File: config.mk
export PLATFORM = sky130hd
export DESIGN_NAME = addr_window_decoder
export DESIGN_NICKNAME = d
export VERILOG_FILES = /design/src/rtl/awd_pkg.sv /design/src/rtl/awd_size_calc.sv /design/src/rtl/awd_window.sv /design/src/rtl/awd_remap.sv /design/src/rtl/awd_select.sv /design/src/rtl/addr_window_decoder.sv
export SDC_FILE = /design/constraint.sdc
export NUM_CORES = 1
export LEC_CHECK = 0
export BUFFER_PORTS_ARGS = -buffer_cell sky130_fd_sc_hd__buf_2
export CAP_MARGIN = 40
export CORE_AREA = 2 2 205 207
export DETAILED_ROUTE_END_ITERATION = 10
export DIE_AREA = 0 0 207 209
export PLACE_DENSITY = 0.74
export SETUP_SLACK_MARGIN = 0.2
export SLEW_MARGIN = 15
export SYNTH_ARGS = -nofsm -noshare
export SYNTH_HDL_FRONTEND = slang
export SYNTH_SLANG_ARGS = --single-unit
File: constraint.sdc
create_clock -name clk -period 6.75 [get_ports clk]
set_input_delay 0.3375 -clock clk [delete_from_list [all_inputs] [get_ports clk]]
set_output_delay 0.3375 -clock clk [all_outputs]
set_load 0.01 [all_outputs]
File: src/rtl/awd_pkg.sv
package awd_pkg;
   // register selector on the write port
   typedef enum logic [1:0] {
      SEL_CTRL = 2'd0,
      SEL_BASE = 2'd1,
      SEL_RLO  = 2'd2,
      SEL_RHI  = 2'd3
   } awd_sel_e;

   // control word field positions (enable, then target, then attribute)
   localparam int EN_BIT  = 0;
   localparam int TGT_LSB = 1;
endpackage

File: src/rtl/awd_size_calc.sv
module awd_size_calc #(
   parameter int ADDR_W = 32,
   parameter int GRAN_W = 16
) (
   input  logic [ADDR_W-1:0]        bytes_i,
   output logic [ADDR_W-GRAN_W-1:0] mask_o
);
   localparam int SZ_W = ADDR_W - GRAN_W;

   logic [SZ_W-1:0] blocks_m1;
   logic            acc;

   // number of granules minus one; zero bytes wraps to the full space
   assign blocks_m1 = SZ_W'((bytes_i - ADDR_W'(1)) >> GRAN_W);

   // smear every set bit into all lower positions
   always_comb begin
      acc = 1'b0;
      for (int i = SZ_W - 1; i >= 0; i--) begin
         acc       = acc | blocks_m1[i];
         mask_o[i] = acc;
      end
   end
endmodule

File: src/rtl/awd_window.sv
module awd_window
   import awd_pkg::*;
#(
   parameter int ADDR_W = 32,
   parameter int GRAN_W = 16,
   parameter int TGT_W  = 7,
   parameter int ATTR_W = 8
) (
   input  logic                     clk,
   input  logic                     rst_n,
   input  logic                     we_ctrl,
   input  logic                     we_base,
   input  logic [ADDR_W-1:0]        wdata,
   input  logic [ADDR_W-GRAN_W-1:0] addr_hi,
   output logic                     hit,
   output logic [ADDR_W-GRAN_W-1:0] size_mask,
   output logic [TGT_W-1:0]         tgt,
   output logic [ATTR_W-1:0]        attr
);
   localparam int SZ_W     = ADDR_W - GRAN_W;
   localparam int ATTR_LSB = TGT_LSB + TGT_W;

   logic            en_q;
   logic [SZ_W-1:0] base_q;

   always_ff @(posedge clk or negedge rst_n) begin
      if (!rst_n) begin
         en_q      <= 1'b0;
         size_mask <= '0;
         tgt       <= '0;
         attr      <= '0;
      end else if (we_ctrl) begin
         en_q      <= wdata[EN_BIT];
         size_mask <= wdata[ADDR_W-1:GRAN_W];
         tgt       <= wdata[TGT_LSB +: TGT_W];
         attr      <= wdata[ATTR_LSB +: ATTR_W];
      end
   end

   always_ff @(posedge clk or negedge rst_n) begin
      if (!rst_n)       base_q <= '0;
      else if (we_base) base_q <= wdata[ADDR_W-1:GRAN_W];
   end

   // compare only the bits outside the window's span
   assign hit = en_q && (((addr_hi ^ base_q) & ~size_mask) == '0);
endmodule

File: src/rtl/awd_remap.sv
module awd_remap #(
   parameter int ADDR_W = 32,
   parameter int GRAN_W = 16
) (
   input  logic                     clk,
   input  logic                     rst_n,
   input  logic                     we_lo,
   input  logic                     we_hi,
   input  logic [ADDR_W-1:0]        wdata,
   input  logic [ADDR_W-1:0]        addr,
   input  logic [ADDR_W-GRAN_W-1:0] size_mask,
   output logic [2*ADDR_W-1:0]      xaddr
);
   localparam int SZ_W = ADDR_W - GRAN_W;

   logic [SZ_W-1:0]   lo_q;
   logic [ADDR_W-1:0] hi_q;

   always_ff @(posedge clk or negedge rst_n) begin
      if (!rst_n) begin
         lo_q <= '0;
         hi_q <= '0;
      end else begin
         if (we_lo) lo_q <= wdata[ADDR_W-1:GRAN_W];
         if (we_hi) hi_q <= wdata;
      end
   end

   assign xaddr = {hi_q,
                   (lo_q & ~size_mask) | (addr[ADDR_W-1:GRAN_W] & size_mask),
                   addr[GRAN_W-1:0]};
endmodule

File: src/rtl/awd_select.sv
module awd_select #(
   parameter int NUM_WIN = 8,
   parameter int TGT_W   = 7,
   parameter int ATTR_W  = 8,
   parameter int XA_W    = 64
) (
   input  logic [NUM_WIN-1:0]             hit_v,
   input  logic [NUM_WIN-1:0][TGT_W-1:0]  tgt_v,
   input  logic [NUM_WIN-1:0][ATTR_W-1:0] attr_v,
   input  logic [NUM_WIN-1:0][XA_W-1:0]   xaddr_v,
   output logic                           any_o,
   output logic [$clog2(NUM_WIN)-1:0]     idx_o,
   output logic [TGT_W-1:0]               tgt_o,
   output logic [ATTR_W-1:0]              attr_o,
   output logic [XA_W-1:0]                xaddr_o
);
   localparam int IDX_W = $clog2(NUM_WIN);

   // walk from the top so the lowest hitting window is written last
   always_comb begin
      any_o   = 1'b0;
      idx_o   = '0;
      tgt_o   = '0;
      attr_o  = '0;
      xaddr_o = '0;
      for (int i = NUM_WIN - 1; i >= 0; i--) begin
         if (hit_v[i]) begin
            any_o   = 1'b1;
            idx_o   = IDX_W'(i);
            tgt_o   = tgt_v[i];
            attr_o  = attr_v[i];
            xaddr_o = xaddr_v[i];
         end
      end
   end
endmodule

File: src/rtl/addr_window_decoder.sv
module addr_window_decoder
   import awd_pkg::*;
#(
   parameter int NUM_WIN   = 8,
   parameter int NUM_REMAP = 2,
   parameter int ADDR_W    = 32,
   parameter int GRAN_W    = 16,
   parameter int TGT_W     = 7,
   parameter int ATTR_W    = 8
) (
   input  logic                       clk,
   input  logic                       rst_n,
   input  logic                       wr_en,
   input  logic [$clog2(NUM_WIN)-1:0] wr_win,
   input  logic [1:0]                 wr_sel,
   input  logic [ADDR_W-1:0]          wr_data,
   input  logic [ADDR_W-1:0]          lk_addr,
   output logic                       lk_hit,
   output logic                       lk_miss,
   output logic [$clog2(NUM_WIN)-1:0] lk_win,
   output logic [TGT_W-1:0]           lk_target,
   output logic [ATTR_W-1:0]          lk_attr,
   output logic [2*ADDR_W-1:0]        lk_addr_out,
   input  logic [ADDR_W-1:0]          sz_bytes,
   output logic [ADDR_W-GRAN_W-1:0]   sz_field
);
   localparam int IDX_W = $clog2(NUM_WIN);
   localparam int SZ_W  = ADDR_W - GRAN_W;
   localparam int XA_W  = 2 * ADDR_W;

   // elaboration-time parameter checks
   if (NUM_WIN < 2) begin : g_chk_win
      $error("NUM_WIN must be at least 2");
   end
   if (NUM_REMAP > NUM_WIN) begin : g_chk_remap
      $error("NUM_REMAP cannot exceed NUM_WIN");
   end
   if (GRAN_W >= ADDR_W) begin : g_chk_gran
      $error("GRAN_W must be below ADDR_W");
   end
   if (TGT_LSB + TGT_W + ATTR_W > GRAN_W) begin : g_chk_ctrl
      $error("control fields do not fit below the size mask");
   end

   logic [NUM_WIN-1:0]             hit_v;
   logic [NUM_WIN-1:0][TGT_W-1:0]  tgt_v;
   logic [NUM_WIN-1:0][ATTR_W-1:0] attr_v;
   logic [NUM_WIN-1:0][XA_W-1:0]   xaddr_v;
   logic [NUM_WIN-1:0][SZ_W-1:0]   mask_v;

   for (genvar w = 0; w < NUM_WIN; w++) begin : g_win
      logic sel_w;
      assign sel_w = wr_en && (wr_win == IDX_W'(w));

      awd_window #(
         .ADDR_W (ADDR_W),
         .GRAN_W (GRAN_W),
         .TGT_W  (TGT_W),
         .ATTR_W (ATTR_W)
      ) i_window (
         .clk       (clk),
         .rst_n     (rst_n),
         .we_ctrl   (sel_w && (wr_sel == SEL_CTRL)),
         .we_base   (sel_w && (wr_sel == SEL_BASE)),
         .wdata     (wr_data),
         .addr_hi   (lk_addr[ADDR_W-1:GRAN_W]),
         .hit       (hit_v[w]),
         .size_mask (mask_v[w]),
         .tgt       (tgt_v[w]),
         .attr      (attr_v[w])
      );

      if (w < NUM_REMAP) begin : g_remap
         awd_remap #(
            .ADDR_W (ADDR_W),
            .GRAN_W (GRAN_W)
         ) i_remap (
            .clk       (clk),
            .rst_n     (rst_n),
            .we_lo     (sel_w && (wr_sel == SEL_RLO)),
            .we_hi     (sel_w && (wr_sel == SEL_RHI)),
            .wdata     (wr_data),
            .addr      (lk_addr),
            .size_mask (mask_v[w]),
            .xaddr     (xaddr_v[w])
         );
      end else begin : g_pass
         assign xaddr_v[w] = {{ADDR_W{1'b0}}, lk_addr};
      end
   end

   awd_select #(
      .NUM_WIN (NUM_WIN),
      .TGT_W   (TGT_W),
      .ATTR_W  (ATTR_W),
      .XA_W    (XA_W)
   ) i_select (
      .hit_v   (hit_v),
      .tgt_v   (tgt_v),
      .attr_v  (attr_v),
      .xaddr_v (xaddr_v),
      .any_o   (lk_hit),
      .idx_o   (lk_win),
      .tgt_o   (lk_target),
      .attr_o  (lk_attr),
      .xaddr_o (lk_addr_out)
   );

   assign lk_miss = !lk_hit;

   awd_size_calc #(
      .ADDR_W (ADDR_W),
      .GRAN_W (GRAN_W)
   ) i_size (
      .bytes_i (sz_bytes),
      .mask_o  (sz_field)
   );
endmodule

* Word level (Yosys, flattened, before mapping)
Index checks and enable logic that the tools add are counted.
** Word-level totals
- Register bits after elaboration :: 480
- Bits of input ports :: 104
- Output and inout bits :: 100
- Word-level logic and storage cells :: 187
** Operators by class
- Add/subtract/negate cells :: 1
- Equal/unequal tests :: 10
- Muxes and demuxes :: 40
- Bitwise logic cells :: 45
- Reduce and logical (&&, ||, !) cells :: 47
** Operators with widths (number)
- bitwise AND 16 bit :: 12
- two-way mux 32 bit :: 6
- zero test 16 bit :: 8
- two-way mux 64 bit :: 2
- NOT 16 bit :: 8
- bitwise XOR 16 bit :: 8
- two-way mux 8 bit :: 8
- two-way mux 7 bit :: 8
- logical AND 1 bit :: 36
- OR 16 bit :: 2
- subtractor 32 x 1 -> 32 bit (second input constant) :: 1
- two-way mux 3 bit :: 8
- OR 1 bit :: 15
- == test 3 bit (second input constant) :: 4
- two-way mux 1 bit :: 8
- == test 3 x 2 -> 1 bit (second input constant) :: 2
- == test 2 bit (second input constant) :: 2
- == test 3 x 1 -> 1 bit (second input constant) :: 1
- zero test 3 bit :: 1
- == test 2 x 1 -> 1 bit (second input constant) :: 1
- zero test 2 bit :: 1
- zero test 1 bit :: 1

* Depth between registers and ports, before layout
- Depth in word-level cells :: 16
- Depth in mapped cells :: 11
- Depth with buffers taken out :: 8

* Cells and area by module
Synthesis repeated with hierarchy kept, for this count alone.
** Second synthesis, totals
- Cells, all modules :: 2071
- Area total of the unflattened synthesis :: 26364.0 sq um
** By module, submodules not included
- awd_window :: instances 8, cells an instance 132, area an instance 2073.2 sq um
- awd_remap :: instances 2, cells an instance 134, area an instance 2294.7 sq um
- awd_select :: instances 1, cells an instance 650, area an instance 4534.3 sq um
- awd_size_calc :: instances 1, cells an instance 64, area an instance 484.2 sq um
- addr_window_decoder :: instances 1, cells an instance 33, area an instance 170.2 sq um

* Least setup slack after synthesis
OpenSTA, ideal clock, no wires.
- Kind :: input to output
- From :: input port lk_addr[24]
- To :: output port lk_addr_out[16]
- Data arrival time :: 2.676 ns
- Slack :: 3.736 ns
- Stages :: 10
- Buffers on the path :: 2
- Path through :: buf_2 > xnor2_1 > nor2_1 > or4_1 > nor4_4 > or2_1 > buf_4 > or2_2 > nor3_2 > a2111oi_0
** Between the ends
- Cells in the longest elaborated chain, start to end :: 12
** RTL lines
- start: declaration :: line addr_window_decoder.sv:17 : input logic [ADDR_W-1:0] lk_addr,
- bitwise XOR 16 bit :: line awd_window.sv:46 : assign hit = en_q && (((addr_hi ^ base_q) & ~size_mask) == '0);
- bitwise AND 16 bit :: line awd_window.sv:46
- zero test 16 bit :: line awd_window.sv:46
- logical AND 1 bit :: line awd_window.sv:46
- two-way mux 32 bit (6 in series) :: line awd_select.sv:27 : if (hit_v[i]) begin
- two-way mux 64 bit :: line awd_select.sv:27
- two-way mux 64 bit * :: line awd_select.sv:27
- end: declaration :: line addr_window_decoder.sv:23 : output logic [2*ADDR_W-1:0] lk_addr_out,
Mark *: on every way between the ends. The rest lies on a longest branch, timed or not.

* Final worst setup path
- From :: register g_win[5].i_window.base_q[15]
- To :: output port lk_addr_out[18]
** Between the ends
- Cells in the longest elaborated chain, start to end :: 10
** RTL lines
- start: declaration :: line awd_window.sv:24 : logic [SZ_W-1:0] base_q;
- start signal: assignment :: line awd_window.sv:42 : else if (we_base) base_q <= wdata[ADDR_W-1:GRAN_W];
- bitwise XOR 16 bit :: line awd_window.sv:46
- bitwise AND 16 bit :: line awd_window.sv:46
- zero test 16 bit :: line awd_window.sv:46
- logical AND 1 bit :: line awd_window.sv:46
- two-way mux 32 bit (4 in series) :: line awd_select.sv:27
- two-way mux 64 bit (2 in series) :: line awd_select.sv:27
Every way passes these cells.

==> metrics.csv <==
stage;metric;value;unit
run_status;status;completed;
synthesis;Synth Flop Type;dfrtp_1;
synthesis;synth unique cells;59;
timing;Final setup viols;0;
critical_path;Worst setup EP type;primary output;
timing;TNS Setup;0;ps
clock_tree;Bufs on Longest Clock Path;3;
critical_path;Arr. time, crit path;4470;ps
synthesis;synthesized area per cell;12.6;µm²
timing;final max-slew violation count;0;
clock_tree;htree depth;2;
synthesis;register area share after synthesis;53.5;%
critical_path;crit path cell chain;xnor2_1, o22ai_1, nor4_1, buf_4, nand3_1, nand2_1, nor3_4, buf_4, a2111oi_0, buf_2;
clock_tree;CTS Buf Count;49;
route;Initial DRC Count;1091;
timing;slew margin rel.;32.7;%
critical_path;crit path from;g_win[5].i_window.base_q[15];
placed_design;dpl ws;2300;ps
synthesis;yosys warns;0;
finish;Final Cell Area;0.0256;mm²
route;ANT nets after route;0;
placed_design;port bufs;203;
clock_tree;Skew-Pair Late Insertion Delay;580;ps
power_and_ir_drop;pwr dens;300;mW/mm²
critical_path;Startpoint Class;flip-flop;
floorplanning;# rows;75;
synthesis;Gate Count Post-Synth;1781;
timing;RSZ-0062 raised after global routing;no;
timing;Fmax;208;MHz
finish;final net count;2033;
clock_tree;Post-CTS Setup Inserts;0;
placed_design;HPWL after DPL;39.6;mm
finish;commonest non-fill, non-tap cell in the layout;dfrtp_1;
synthesis;syn_nets;1885;
timing;part of the cycle the worst path needs;71.3;%
critical_path;Buffers & Inverters on Critical Path;3;
timing;hold slack;130;ps
global_route;largest net degree at the start of global routing;181;
hold_path;worst hold path type;input pin to flip-flop;
route;DR vias/cell;6.11;
critical_path;RR Startpoint;g_win[0].i_window.size_mask[2];
clock_tree;CTS tree;done;
critical_path;Req. time, crit path;6410;ps
run;number of max-cap violations;0;
timing;fin crit period;4810;ps
placed_design;gpl congestion;0.887;
timing;clock skew;0;ps
floorplanning;initial core utilization;54.3;%
global_route;total gr overflow;0;
critical_path;Worst R2R Path Depth;1;
finish;most frequent cells in the layout;480 x dfrtp_1, 474 x mux2_2, 203 x buf_2;
synthesis;Yosys reg bits;480;
clock_tree;clock slew at reported path FFs;60;ps
clock_tree;Sink Count;480;
floorplanning;core footprint;0.0413;mm²
global_route;initial antenna violation count;1;
critical_path;crit-path max FO;34;
power_and_ir_drop;leakage power figure;11.6;nW
clock_tree;Post-CTS Resized;0;
clock_tree;root buf cell;clkbuf_16;
placed_design;placement-stage cell area;0.0240;mm²
global_route;vias in the first global route;15900;
synthesis;mapped cell area;0.0224;mm²
finish;layout cell share with drive strength beyond 1;41.6;%
critical_path;reg2reg setup slack;5860;ps
power_and_ir_drop;Total Power;7.68;mW
power_and_ir_drop;Peak supply drop;0.000220;V
route;DR WL/cell;24.3;µm
floorplanning;Die Wd;207;µm
finish;P&R area growth vs syn;14.2;%
global_route;Global Route Usage Sum;28.2;%
critical_path;Setup crit end;lk_addr_out[18];
global_route;global-route wire length before repair;94.0;mm
critical_path;worst reg2reg path endpoint;g_win[0].i_window.size_mask[2];
timing;Hold Vio Cnt, Final;0;
synthesis;EDFF count, synth;0;
route;drt drc;0;
synthesis;Async SR Flop Fraction;100;%
route;total number of vias;15300;
critical_path;slowest cell on the critical path;nand2_1;
critical_path;CP top delay family;simple AND/OR/NAND/NOR gates;
floorplanning;DIE HEIGHT;209;µm
critical_path;crit path kind;flip-flop to primary output;
clock_tree;Hold-fix buffers, CTS;1;
route;total wire length;60.8;mm
critical_path;CP Depth;10;
floorplanning;die area;0.0433;mm²
floorplanning;Top Ports;204;
timing;setup ws final;1940;ps
route;first-pass detailed-route iteration total;6;
critical_path;delay of the slowest critical-path stage;740;ps
timing;Slew @ Worst Pin;1010;ps
critical_path;CP dominant cell by count;buf_4;
cell usage after synthesis, drive strengths merged (4+ instances only):
master	number	area share, %
a2111oi	12	0.66
a21o	6	0.20
a21oi	36	0.80
a221oi	16	0.62
a22o	23	0.90
a22oi	5	0.17
and3	4	0.11
buf	63	1.4
clkbuf	81	1.4
dfrtp	480	54
inv	19	0.32
mux2	474	24
mux2i	16	0.71
nand2	82	1.4
nand2b	7	0.20
nand3	18	0.40
nand3b	7	0.23
nor2	64	1.1
nor2b	23	0.65
nor3	11	0.32
nor3b	12	0.40
nor4	19	0.69
o21ai	46	1.0
o221ai	5	0.20
o22ai	66	1.8
or3	16	0.45
or4	8	0.30
xnor2	136	5.3
through the flow:
step                instances  util [%]
global placement         2404      57.6
CTS                      2504      62.0
detailed placement       2416      58.1
global route             2504      62.0
finish                   2505      62.0
floorplan                1781         -
state kept, by name (all words and copies together) (netlist names):
signal and cells:
g_win.g_remap.i_remap.lo_q 32, g_win.i_window.en_q 8, g_win.i_window.tgt 56, g_win.g_remap.i_remap.hi_q 64, g_win.i_window.size_mask 128, g_win.i_window.base_q 128
g_win.i_window.attr 64
logic make-up after synthesis:
group / synth area share (%)
muxes: 24.5
DFF: 53.5
and+or+nand+nor: 6.59
AOI/OAI and AO/OA: 6.88
buffers and inverters: 3.08
xor gates and xnor gates: 5.39
area by class of cell:
class / count / area, µm²
Tap cell: 539 / 674
Sequential cell: 480 / 12000
Multi-Input combinational cell: 1138 / 9780
Antenna cell: 1 / 2.50
Timing Repair Buffer: 241 / 1450
Fill cell: 3177 / 15700
Clock inverter: 16 / 185
Clock buffer: 71 / 1430
Inverter: 19 / 71.3
power by group:
group	switching [mW]	internal, mW
combinational	0.521	0.656
sequential	0.351	3.44
clock	1.13	1.58
worst min path at each step:
stage	cells after the start	startpoint	to	slack [ps]
after floorplan	0	rst_n	g_win[0].g_remap.i_remap.hi_q[0]	40
after global placement	1	rst_n	g_win[1].i_window.attr[3]	370
after detailed placement	1	rst_n	g_win[0].i_window.attr[2]	360
after CTS	3	wr_data[15]	g_win[3].i_window.attr[7]	110
after global routing	3	wr_data[15]	g_win[3].i_window.attr[7]	130
final	3	wr_data[14]	g_win[3].i_window.attr[6]	130
worst min-delay path: cells and delay by family:
family / cells / cell delay (ps)
AND/OR/NAND/NOR: 1 / 80
buffers and inverters: 1 / 180
AO/OA/AOI/OAI: 1 / 70
per-layer routing:
metal,vias up,track usage [%],wire length [µm]
met3,139,4.00,3080
met1,8034,37.5,25800
met5,-,0,0
met2,470,47.0,29500
li1,6652,-,-
met4,0,11.2,2410
Power figures use the tool's default switching activity.
